## src/rtl/hdr_lsbs_pkg.sv

```systemverilog
package hdr_lsbs_pkg;
  typedef enum logic [1:0] {
    DEC_INIT = 2'd0,  // capture 0: start the pixel over
    DEC_TAKE = 2'd1,  // unsaturated and not frozen: adopt sample
    DEC_LOCK = 2'd2,  // first saturation: freeze
    DEC_HOLD = 2'd3   // already frozen: keep record
  } dec_e;
endpackage

```

## src/rtl/hdr_state_ram.sv

```systemverilog
module hdr_state_ram #(
  parameter int DEPTH = 64,
  parameter int WIDTH = 13,
  localparam int AW = $clog2(DEPTH)
) (
  input  logic          clk,
  input  logic          rd_en,
  input  logic [AW-1:0] rd_addr,
  output logic [WIDTH-1:0] rd_data,
  input  logic          wr_en,
  input  logic [AW-1:0] wr_addr,
  input  logic [WIDTH-1:0] wr_data
);
  logic [WIDTH-1:0] mem [DEPTH];

  always_ff @(posedge clk) begin
    if (wr_en) mem[wr_addr] <= wr_data;
    if (rd_en) rd_data <= mem[rd_addr];
  end
endmodule

```

## src/rtl/hdr_select.sv

```systemverilog
module hdr_select
  import hdr_lsbs_pkg::*;
#(
  parameter int PIX_W = 8,
  parameter int CAP_W = 3
) (
  input  logic             clk,
  input  logic             rst,
  input  logic             vld,
  input  logic [PIX_W-1:0] smp_pix,
  input  logic [CAP_W-1:0] smp_cap,
  input  logic [PIX_W-1:0] thresh,
  input  logic [PIX_W-1:0] old_pix,
  input  logic [CAP_W-1:0] old_cap,
  input  logic             old_lock,
  input  logic             old_clip,
  output logic [PIX_W-1:0] new_pix,
  output logic [CAP_W-1:0] new_cap,
  output logic             new_lock,
  output logic             new_clip,
  output dec_e             dec
);
  logic sat;

  always_comb begin
    sat = (smp_pix >= thresh);
    if (smp_cap == '0)   dec = DEC_INIT;
    else if (old_lock)   dec = DEC_HOLD;
    else if (sat)        dec = DEC_LOCK;
    else                 dec = DEC_TAKE;

    new_pix  = old_pix;
    new_cap  = old_cap;
    new_lock = old_lock;
    new_clip = old_clip;
    unique case (dec)
      DEC_INIT: begin
        new_pix  = smp_pix;
        new_cap  = '0;
        new_lock = sat;
        new_clip = sat;
      end
      DEC_TAKE: begin
        new_pix = smp_pix;
        new_cap = smp_cap;
      end
      DEC_LOCK: new_lock = 1'b1;
      default: ;
    endcase
  end

  AST_CHOSEN_UNSAT: assert property (@(posedge clk) disable iff (rst)
    (vld && dec == DEC_TAKE) |-> (new_pix < thresh));
  AST_CLIP_AT_CAP0: assert property (@(posedge clk) disable iff (rst)
    (vld && new_clip) |-> (new_cap == '0 && new_lock));
  AST_NO_REWIND: assert property (@(posedge clk) disable iff (rst)
    (vld && dec != DEC_INIT) |-> (new_cap >= old_cap));
endmodule

```

## src/rtl/hdr_scale.sv

```systemverilog
module hdr_scale #(
  parameter int PIX_W  = 8,
  parameter int CAP_N  = 6,
  parameter int ADDR_W = 6,
  localparam int CAP_W = $clog2(CAP_N),
  localparam int OUT_W = PIX_W + CAP_N - 1
) (
  input  logic              clk,
  input  logic              rst,
  input  logic              emit,
  input  logic [ADDR_W-1:0] emit_addr,
  input  logic [CAP_W-1:0]  last_cap,
  input  logic [PIX_W-1:0]  sel_pix,
  input  logic [CAP_W-1:0]  sel_cap,
  input  logic              sel_clip,
  output logic              out_valid,
  output logic [ADDR_W-1:0] out_addr,
  output logic [OUT_W-1:0]  out_value,
  output logic              out_clip
);
  logic [CAP_W-1:0] shamt;
  logic [OUT_W-1:0] widened;

  always_comb begin
    shamt   = last_cap - sel_cap;
    widened = {{(OUT_W-PIX_W){1'b0}}, sel_pix};
  end

  always_ff @(posedge clk) begin
    if (rst) begin
      out_valid <= 1'b0;
      out_addr  <= '0;
      out_value <= '0;
      out_clip  <= 1'b0;
    end else begin
      out_valid <= emit;
      if (emit) begin
        out_addr  <= emit_addr;
        out_value <= widened << shamt;
        out_clip  <= sel_clip;
      end
    end
  end

  AST_NO_OVERFLOW: assert property (@(posedge clk) disable iff (rst)
    emit |-> (sel_cap <= last_cap && int'(last_cap) < CAP_N));
endmodule

```

## src/rtl/hdr_lsbs_combiner.sv

```systemverilog
module hdr_lsbs_combiner
  import hdr_lsbs_pkg::*;
#(
  parameter int PIX_W   = 8,
  parameter int CAP_N   = 6,
  parameter int NUM_PIX = 64,
  localparam int CAP_W  = $clog2(CAP_N),
  localparam int ADDR_W = $clog2(NUM_PIX),
  localparam int OUT_W  = PIX_W + CAP_N - 1,
  localparam int ST_W   = PIX_W + CAP_W + 2
) (
  input  logic              clk,
  input  logic              rst,
  input  logic              in_valid,
  input  logic [PIX_W-1:0]  in_pix,
  input  logic [ADDR_W-1:0] in_addr,
  input  logic [CAP_W-1:0]  in_cap,
  input  logic              in_frame_start,
  input  logic              in_last_cap,
  input  logic [PIX_W-1:0]  sat_thresh,
  output logic              out_valid,
  output logic [ADDR_W-1:0] out_addr,
  output logic [OUT_W-1:0]  out_value,
  output logic              out_clip
);
  logic              armed;
  logic              accept;
  logic              s1_vld, s1_last;
  logic [PIX_W-1:0]  s1_pix;
  logic [ADDR_W-1:0] s1_addr;
  logic [CAP_W-1:0]  s1_cap;
  logic [ST_W-1:0]   rd_state, wr_state;
  logic [PIX_W-1:0]  new_pix;
  logic [CAP_W-1:0]  new_cap;
  logic              new_lock, new_clip;
  dec_e              dec;

  assign accept = in_valid && (armed || in_frame_start);

  always_ff @(posedge clk) begin
    if (rst) begin
      armed   <= 1'b0;
      s1_vld  <= 1'b0;
      s1_last <= 1'b0;
      s1_pix  <= '0;
      s1_addr <= '0;
      s1_cap  <= '0;
    end else begin
      if (in_valid && in_frame_start) armed <= 1'b1;
      s1_vld  <= accept;
      s1_last <= accept && in_last_cap;
      if (accept) begin
        s1_pix  <= in_pix;
        s1_addr <= in_addr;
        s1_cap  <= in_cap;
      end
    end
  end

  // Record layout: {clip, lock, capture index, sample}
  hdr_state_ram #(.DEPTH(NUM_PIX), .WIDTH(ST_W)) u_ram (
    .clk     (clk),
    .rd_en   (accept),
    .rd_addr (in_addr),
    .rd_data (rd_state),
    .wr_en   (s1_vld),
    .wr_addr (s1_addr),
    .wr_data (wr_state)
  );

  hdr_select #(.PIX_W(PIX_W), .CAP_W(CAP_W)) u_sel (
    .clk      (clk),
    .rst      (rst),
    .vld      (s1_vld),
    .smp_pix  (s1_pix),
    .smp_cap  (s1_cap),
    .thresh   (sat_thresh),
    .old_pix  (rd_state[PIX_W-1:0]),
    .old_cap  (rd_state[PIX_W +: CAP_W]),
    .old_lock (rd_state[ST_W-2]),
    .old_clip (rd_state[ST_W-1]),
    .new_pix  (new_pix),
    .new_cap  (new_cap),
    .new_lock (new_lock),
    .new_clip (new_clip),
    .dec      (dec)
  );

  assign wr_state = {new_clip, new_lock, new_cap, new_pix};

  hdr_scale #(.PIX_W(PIX_W), .CAP_N(CAP_N), .ADDR_W(ADDR_W)) u_scale (
    .clk       (clk),
    .rst       (rst),
    .emit      (s1_last),
    .emit_addr (s1_addr),
    .last_cap  (s1_cap),
    .sel_pix   (new_pix),
    .sel_cap   (new_cap),
    .sel_clip  (new_clip),
    .out_valid (out_valid),
    .out_addr  (out_addr),
    .out_value (out_value),
    .out_clip  (out_clip)
  );

  AST_OUT_AFTER_LAST: assert property (@(posedge clk) disable iff (rst)
    out_valid |-> $past(in_valid && in_last_cap, 2));
  AST_SILENT_UNARMED: assert property (@(posedge clk) disable iff (rst)
    !armed |-> !out_valid);
  AST_IDLE_AFTER_RESET: assert property (@(posedge clk)
    $past(rst) |-> !out_valid);
endmodule

```

## config.mk

```make
export PLATFORM = sky130hd
export DESIGN_NAME = hdr_lsbs_combiner
export DESIGN_NICKNAME = d
export VERILOG_FILES = /design/src/rtl/hdr_lsbs_pkg.sv /design/src/rtl/hdr_state_ram.sv /design/src/rtl/hdr_select.sv /design/src/rtl/hdr_scale.sv /design/src/rtl/hdr_lsbs_combiner.sv
export SDC_FILE = /design/constraint.sdc
export NUM_CORES = 1
export LEC_CHECK = 0
export CAP_MARGIN = 10
export CORE_ASPECT_RATIO = 0.5
export CORE_UTILIZATION = 51
export CTS_CLUSTER_DIAMETER = 100
export DETAILED_ROUTE_END_ITERATION = 7
export GPL_ROUTABILITY_DRIVEN = 0
export GPL_TIMING_DRIVEN = 0
export PLACE_DENSITY = 0.72
export SYNTH_ARGS = -nofsm -noshare
export SYNTH_HDL_FRONTEND = slang
export SYNTH_SLANG_ARGS = --single-unit
export TNS_END_PERCENT = 100
```

## constraint.sdc

```tcl
create_clock -name clk -period 10.5 [get_ports clk]
set_input_delay 1.05 -clock clk [delete_from_list [all_inputs] [get_ports clk]]
set_output_delay 1.05 -clock clk [all_outputs]
set_load 0.02 [all_outputs]
```

Word level (Yosys, flattened, before mapping)
Memory sizes are Yosys's and may differ from the RTL's. A register that Yosys moved wholly into a read port is not among the register bits.
Index checks and enable logic that the tools add are counted.
{ "totals": {"register_bits": 41, "out_inout_bits": 21, "latchBits": 0, "ramBits": 832, "in_bits": 30, "romBits": 0, "mem_count": 1} }
{ "memory_table": {"columns": ["name", "depth", "word_bits", "rd", "rd_ports_with_merged_regs", "write_ports", "line", "text"], "rows": [
  ["u_ram.mem", 64, 13, 1, 1, 1, "hdr_state_ram.sv:14", "logic [WIDTH-1:0] mem [DEPTH];"]
]} }
{ "op_classes": {"mul": 0, "add_sub_neg": 1, "reduce_logical": 7, "bitwise": 0, "div_mod_pow": 0, "n_mux": 9, "n_eq_ne": 2, "shift": 1, "order_cmp": 1} }
{ "ops": {"columns": ["op", "count"], "rows": [
  ["$shl A8 B3 Y13", 1],
  ["$ge A8 B8 Y1", 1],
  ["$mux W8", 1],
  ["$mux W2", 3],
  ["$pmux W3 S2", 1],
  ["$logic_and A1 B1 Y1", 3],
  ["$logic_not A3 Y1", 1],
  ["$mux W1", 3],
  ["$sub A3 B3 Y3", 1],
  ["$eq A2 B1 Y1 const B", 1],
  ["$eq A2 B2 Y1 const B", 1],
  ["$logic_not A2 Y1", 1],
  ["$pmux W1 S2", 1],
  ["$reduce_or A2 Y1", 1],
  ["$logic_or A1 B1 Y1", 1]
]} }

Logic depth before layout (Yosys ltp)
{ "depth": {"depth_word": 8, "mapped_depth": 16} }

Cells and area by module
Synthesis repeated with hierarchy kept, for this count alone.
{ "unflattened": {"hier_cells": 1653, "hier_area_um2": 34889.7} }
{ "modules_own_cells": {"columns": ["mod", "instances", "area_per_inst_um2", "cells_per_inst"], "rows": [
  ["hdr_state_ram", 1, 32474.9, 1402],
  ["hdr_scale", 1, 1094.8, 115],
  ["hdr_lsbs_combiner", 1, 857.1, 82],
  ["hdr_select", 1, 462.9, 54]
]} }

Worst setup path before layout
Ideal clock, no wire load.
{ "synth_timing": {"path_kind": "input -> register", "start": "in sat_thresh[0]", "end": "reg u_scale.out_value[8]", "t_arrival_ps": 7086, "path_stages": 13, "setup_slack_ps": 3283, "path_cell_list": "ha_1 nand2b_4 a2111oi_4 nor3_2 nor2_1 inv_1 o21ai_0 ha_1 fa_1 inv_1 mux4_2 nand3_1 o221ai_2"} }
{ "synth_between": {"elab_chain_cells": 8, "word_cells_on_any_way": 11, "classes_between": "1 x add/sub; 1 x order compare; 1 x eq/ne; 1 x shift; 5 x mux; 2 x reduce/logical"} }
{ "synth_lines": {"columns": ["item", "line", "text"], "rows": [
  ["from (decl)", "hdr_lsbs_combiner.sv:20", "input logic [PIX_W-1:0] sat_thresh,"],
  ["$ge A8 B8 Y1 (*)", "hdr_select.sv:26", "sat = (smp_pix >= thresh);"],
  ["$mux W2 (*)", "hdr_select.sv:29", "else if (sat) dec = DEC_LOCK;"],
  ["$mux W2 (*)", "hdr_select.sv:28", "else if (old_lock) dec = DEC_HOLD;"],
  ["$mux W2 (*)", "hdr_select.sv:27", "if (smp_cap == '0) dec = DEC_INIT;"],
  ["$eq A2 B1 Y1 / $logic_not A2 Y1 (equally long branches)", "hdr_select.sv:36", "unique case (dec)"],
  ["$pmux W3 S2 (*)", "hdr_select.sv:36", null],
  ["named net new_cap[0]", "hdr_lsbs_combiner.sv:34", "logic [CAP_W-1:0] new_cap;"],
  ["$sub A3 B3 Y3 (*)", "hdr_scale.sv:25", "shamt = last_cap - sel_cap;"],
  ["$shl A8 B3 Y13 (*)", "hdr_scale.sv:39", "out_value <= widened << shamt;"],
  ["to (signal assigned)", "hdr_scale.sv:39", null],
  ["to (decl)", "hdr_scale.sv:18", "output logic [OUT_W-1:0] out_value,"]
]} }
The timed path passes the listed nets; every way through them passes the cells marked *.
A chain may end at the register's enable or synchronous reset.

Worst setup path in the final report
{ "layout_timing": {"start": "in sat_thresh[0]", "end": "reg u_scale.out_value[4]"} }
Same word-level chain as after synthesis.

==> results_dict.tcl <==
set metrics [dict create \
    yosysWarningCount 0 \
    syn_avg_cell_area_um2 22.47 \
    synth.most_common_cell "edfxtp_1" \
    synth_edf_count 845 \
    grt_max_degree 69 \
    cp-start-kind "input pin" \
    seq_area_um2 26200 \
    ys_seq_elements 886 \
    grt_pass1_wl_mm 111.4 \
    swShare 0.2142 \
    die_w_um 369.2 \
    cts_tree "done" \
    maxSlewViolCount 0 \
    min_period_over_period 0.4799 \
    worstMarginPinSlew_ns 1.240 \
    cts_buffers 76 \
    cp.arrival_ns 5.49 \
    multi_input_area_um2 7829 \
    synth_area_leader_cell "edfxtp_1" \
    path_common_cell "ha_1" \
    p_leak_nw 12.30 \
    rsz0062_at_grt "false" \
    ir_worst_vdd_uv 117.6 \
    syn_inst 1530 \
    power_frac_comb 0.070 \
    crit_type "input pin to register" \
    path_clk_slew_ns 0.06 \
    die_h_um 185.6 \
    post_drt_wl_per_cell_um 29.36 \
    nets 1750 \
    routed_wl_mm 78.01 \
    max_freq_ghz 0.1984 \
    pin_count 51 \
    grt_pass1_vias 15950 \
    fin_crit_ns 5.039 \
    clock_sinks 886 \
    antenna_found_initial 3 \
    drt_drc_violations_left 24 \
    fillers 4487 \
    avgViaCountPerCell 6.307 \
    worstHoldPathType "register to register" \
    die-area_um2 68520 \
    switching_power_w 0.001568 \
    core_um2 65820 \
    num_vias 16760 \
    drt_iter0_markers 2259 \
    cp-end-kind "register" \
    syn_nets 1570 \
    numPortBuffers 45 \
    async_flop_share 0 \
    initial_utilization 0.5224 \
    rows 66 \
    syn_to_final_growth_pct 13.70 \
    powerDensity_nw_per_um2 187.2 \
    critPathMaxStageDelay_ns 0.84 \
    grt.total_usage 0.2311 \
    power.total_w 0.007320 \
    syn_area_um2 34380 \
    worstSkewPairLatency_ns 0.63 \
    utilization 0.5940 \
    clockBufferDepth 3 \
    clock-root-buffer "clkbuf_16" \
    h-tree-depth 3 \
    grt_overflow 0 \
    ys_types 54 \
    seq_area_frac_synth 0.7619 \
    status "complete, but fails checks" \
    cts_hold_buf 0 \
    path_cells "clkdlybuf4s50_1, ha_1, nand2b_4, a2111oi_4, nor3_2, nor2_1, inv_2, o21ai_4, ha_1, fa_1, inv_1, mux4_2, nand2_1, a311oi_1" \
    cts_setup_buffers 0 \
    path_max_fanout 34 \
    hpwlAfterDp_mm 51.48 \
    drtPass1Iterations 8 \
    clockPowerShare 0.389 \
    fin_skew_ns 0.02747 \
    cpMaxStageDelayCell "o21ai_4" \
    synth.area.top_cells "edfxtp_1 (74%), mux4_2 (18%), dfxtp_1 (2.4%)" \
    slew_headroom 0.1703 \
    finalSetupViolations 0 \
    violations "design-rule violations" \
    place_area_um2 36310 \
    required_ns 10.95 \
    postRouteAntennaNets 0 \
    postCtsResizedCells 0 \
    intPower_w 0.005752 \
    synthFlopType "edfxtp_1" \
    yosys-top-cells-count "edfxtp_1 (845), mux4_2 (278), nor2_1 (86)" \
    drive_gt1_frac 0.2772 \
    hold_viol 0 \
    stdcell_area_um2 39090 \
    synth.top_cell.area_share 0.7380 \
    max-cap-violations 0 \
    p_seq_frac 0.540 \
    setup-tns-final_ns 0 \
]
worst paths after layout:
kind	from	end	slack [ns]	cells past startpoint
worst max-delay path	sat_thresh[0]	u_scale.out_value[4]	5.46	14
worst min register to register	s1_cap[1]	s1_cap[1]	0.46	2
worst max register to register	s1_pix[0]	u_scale.out_value[4]	5.90	14
worst min-delay path	s1_cap[1]	s1_cap[1]	0.46	2
sequential cells by signal, indices dropped and copies added, names as in the netlist:
| register | flops |
|---|---|
| u_ram.mem | 832 |
| u_ram.rd_data | 13 |
| u_scale.out_value | 13 |
| s1_pix | 8 |
| s1_addr | 6 |
| u_scale.out_addr | 6 |
| s1_cap | 3 |
| armed | 1 |
| s1_last | 1 |
| s1_vld | 1 |
| u_scale.out_clip | 1 |
| u_scale.out_valid | 1 |
stage by stage:
step / setup slack (ns) / hold slack, ns / std cells
after floorplan: 3.283 / 0.4363 / 1530
after global placement: -0.7472 / 0.4484 / 2459
after detailed placement: 4.873 / 0.4496 / 2485
after CTS: 5.508 / 0.4587 / 2624
after global routing: 5.230 / 0.4861 / 2655
final: 5.461 / 0.4590 / 2657
cell families (layout without fill, tap and decap cells):
kind of cell / count (synthesis) / count (layout) / synth area share
flops: 886 / 886 / 0.7619
simple gates: 182 / 182 / 0.02293
xor+xnor: 2 / 2 / 0.0005096
buf+inv: 100 / 341 / 0.01223
other cells: 0 / 2 / 0
fa+ha+maj: 10 / 10 / 0.003858
mux: 294 / 294 / 0.1874
compound gates: 56 / 56 / 0.01117
cells in the final DEF, fill, tap and decap left out, types with 5 or more instances in the layout:
cell | synthesis | final
edfxtp_1 | 845 | 845
mux4_2 | 278 | 278
nor2_1 | 86 | 86
clkbuf_16 | 0 | 79
clkbuf_1 | 49 | 64
nand2_1 | 54 | 54
clkdlybuf4s50_1 | 0 | 45
dfxtp_1 | 41 | 41
buf_4 | 1 | 35
a21oi_1 | 23 | 23
buf_2 | 21 | 21
clkinv_1 | 1 | 16
buf_6 | 2 | 16
inv_1 | 17 | 14
clkinv_2 | 0 | 13
nand3_1 | 12 | 12
mux2i_1 | 10 | 10
buf_1 | 9 | 9
ha_1 | 9 | 9
bufinv_16 | 0 | 9
buf_12 | 0 | 7
mux2_4 | 4 | 6
nor2b_1 | 5 | 5
metal layers:
layer  vias to the layer above  share of wire  routed length (um)  GRT usage
li1                       6795              -                   -          -
met1                      8861           0.42               32890     0.3606
met2                       994           0.43               33650     0.3277
met3                       108           0.13               10070    0.06307
met4                         0          0.018                1405    0.04714
met5                         -              0                   0          0
cell type report:
| type | instances | share of cell area |
|---|---|---|
| Inverter | 18 | 0.001728 |
| Tap cell | 884 | 0.02829 |
| Clock buffer | 97 | 0.05306 |
| Antenna cell | 2 | 0.0001280 |
| Timing Repair Buffer | 102 | 0.02640 |
| Multi-Input combinational cell | 544 | 0.2003 |
| Clock inverter | 42 | 0.01104 |
| Sequential cell | 886 | 0.6701 |
| Buffer | 82 | 0.009025 |
critical path, delay by kind of cell:
kind                     cells  cell delay [ns]
adder cells (fa/ha/maj)      3             1.16
multiplexers                 1             0.55
buffers and inverters        3             0.91
AO/OA/AOI/OAI                3             1.30
AND/OR/NAND/NOR              4             0.51
power by group through the flow:
| stage | sequential (W) | clock [W] | combinational, W |
|---|---|---|---|
| floorplan | 0.00404 | 0 | 0.000296 |
| global placement | 0.00405 | 0 | 0.000472 |
| detailed placement | 0.00403 | 0 | 0.000505 |
| CTS | 0.00395 | 0.00288 | 0.000508 |
| global route | 0.00395 | 0.00301 | 0.000540 |
| finish | 0.00395 | 0.00285 | 0.000515 |
Note: power is estimated with default switching activity, not from simulation.
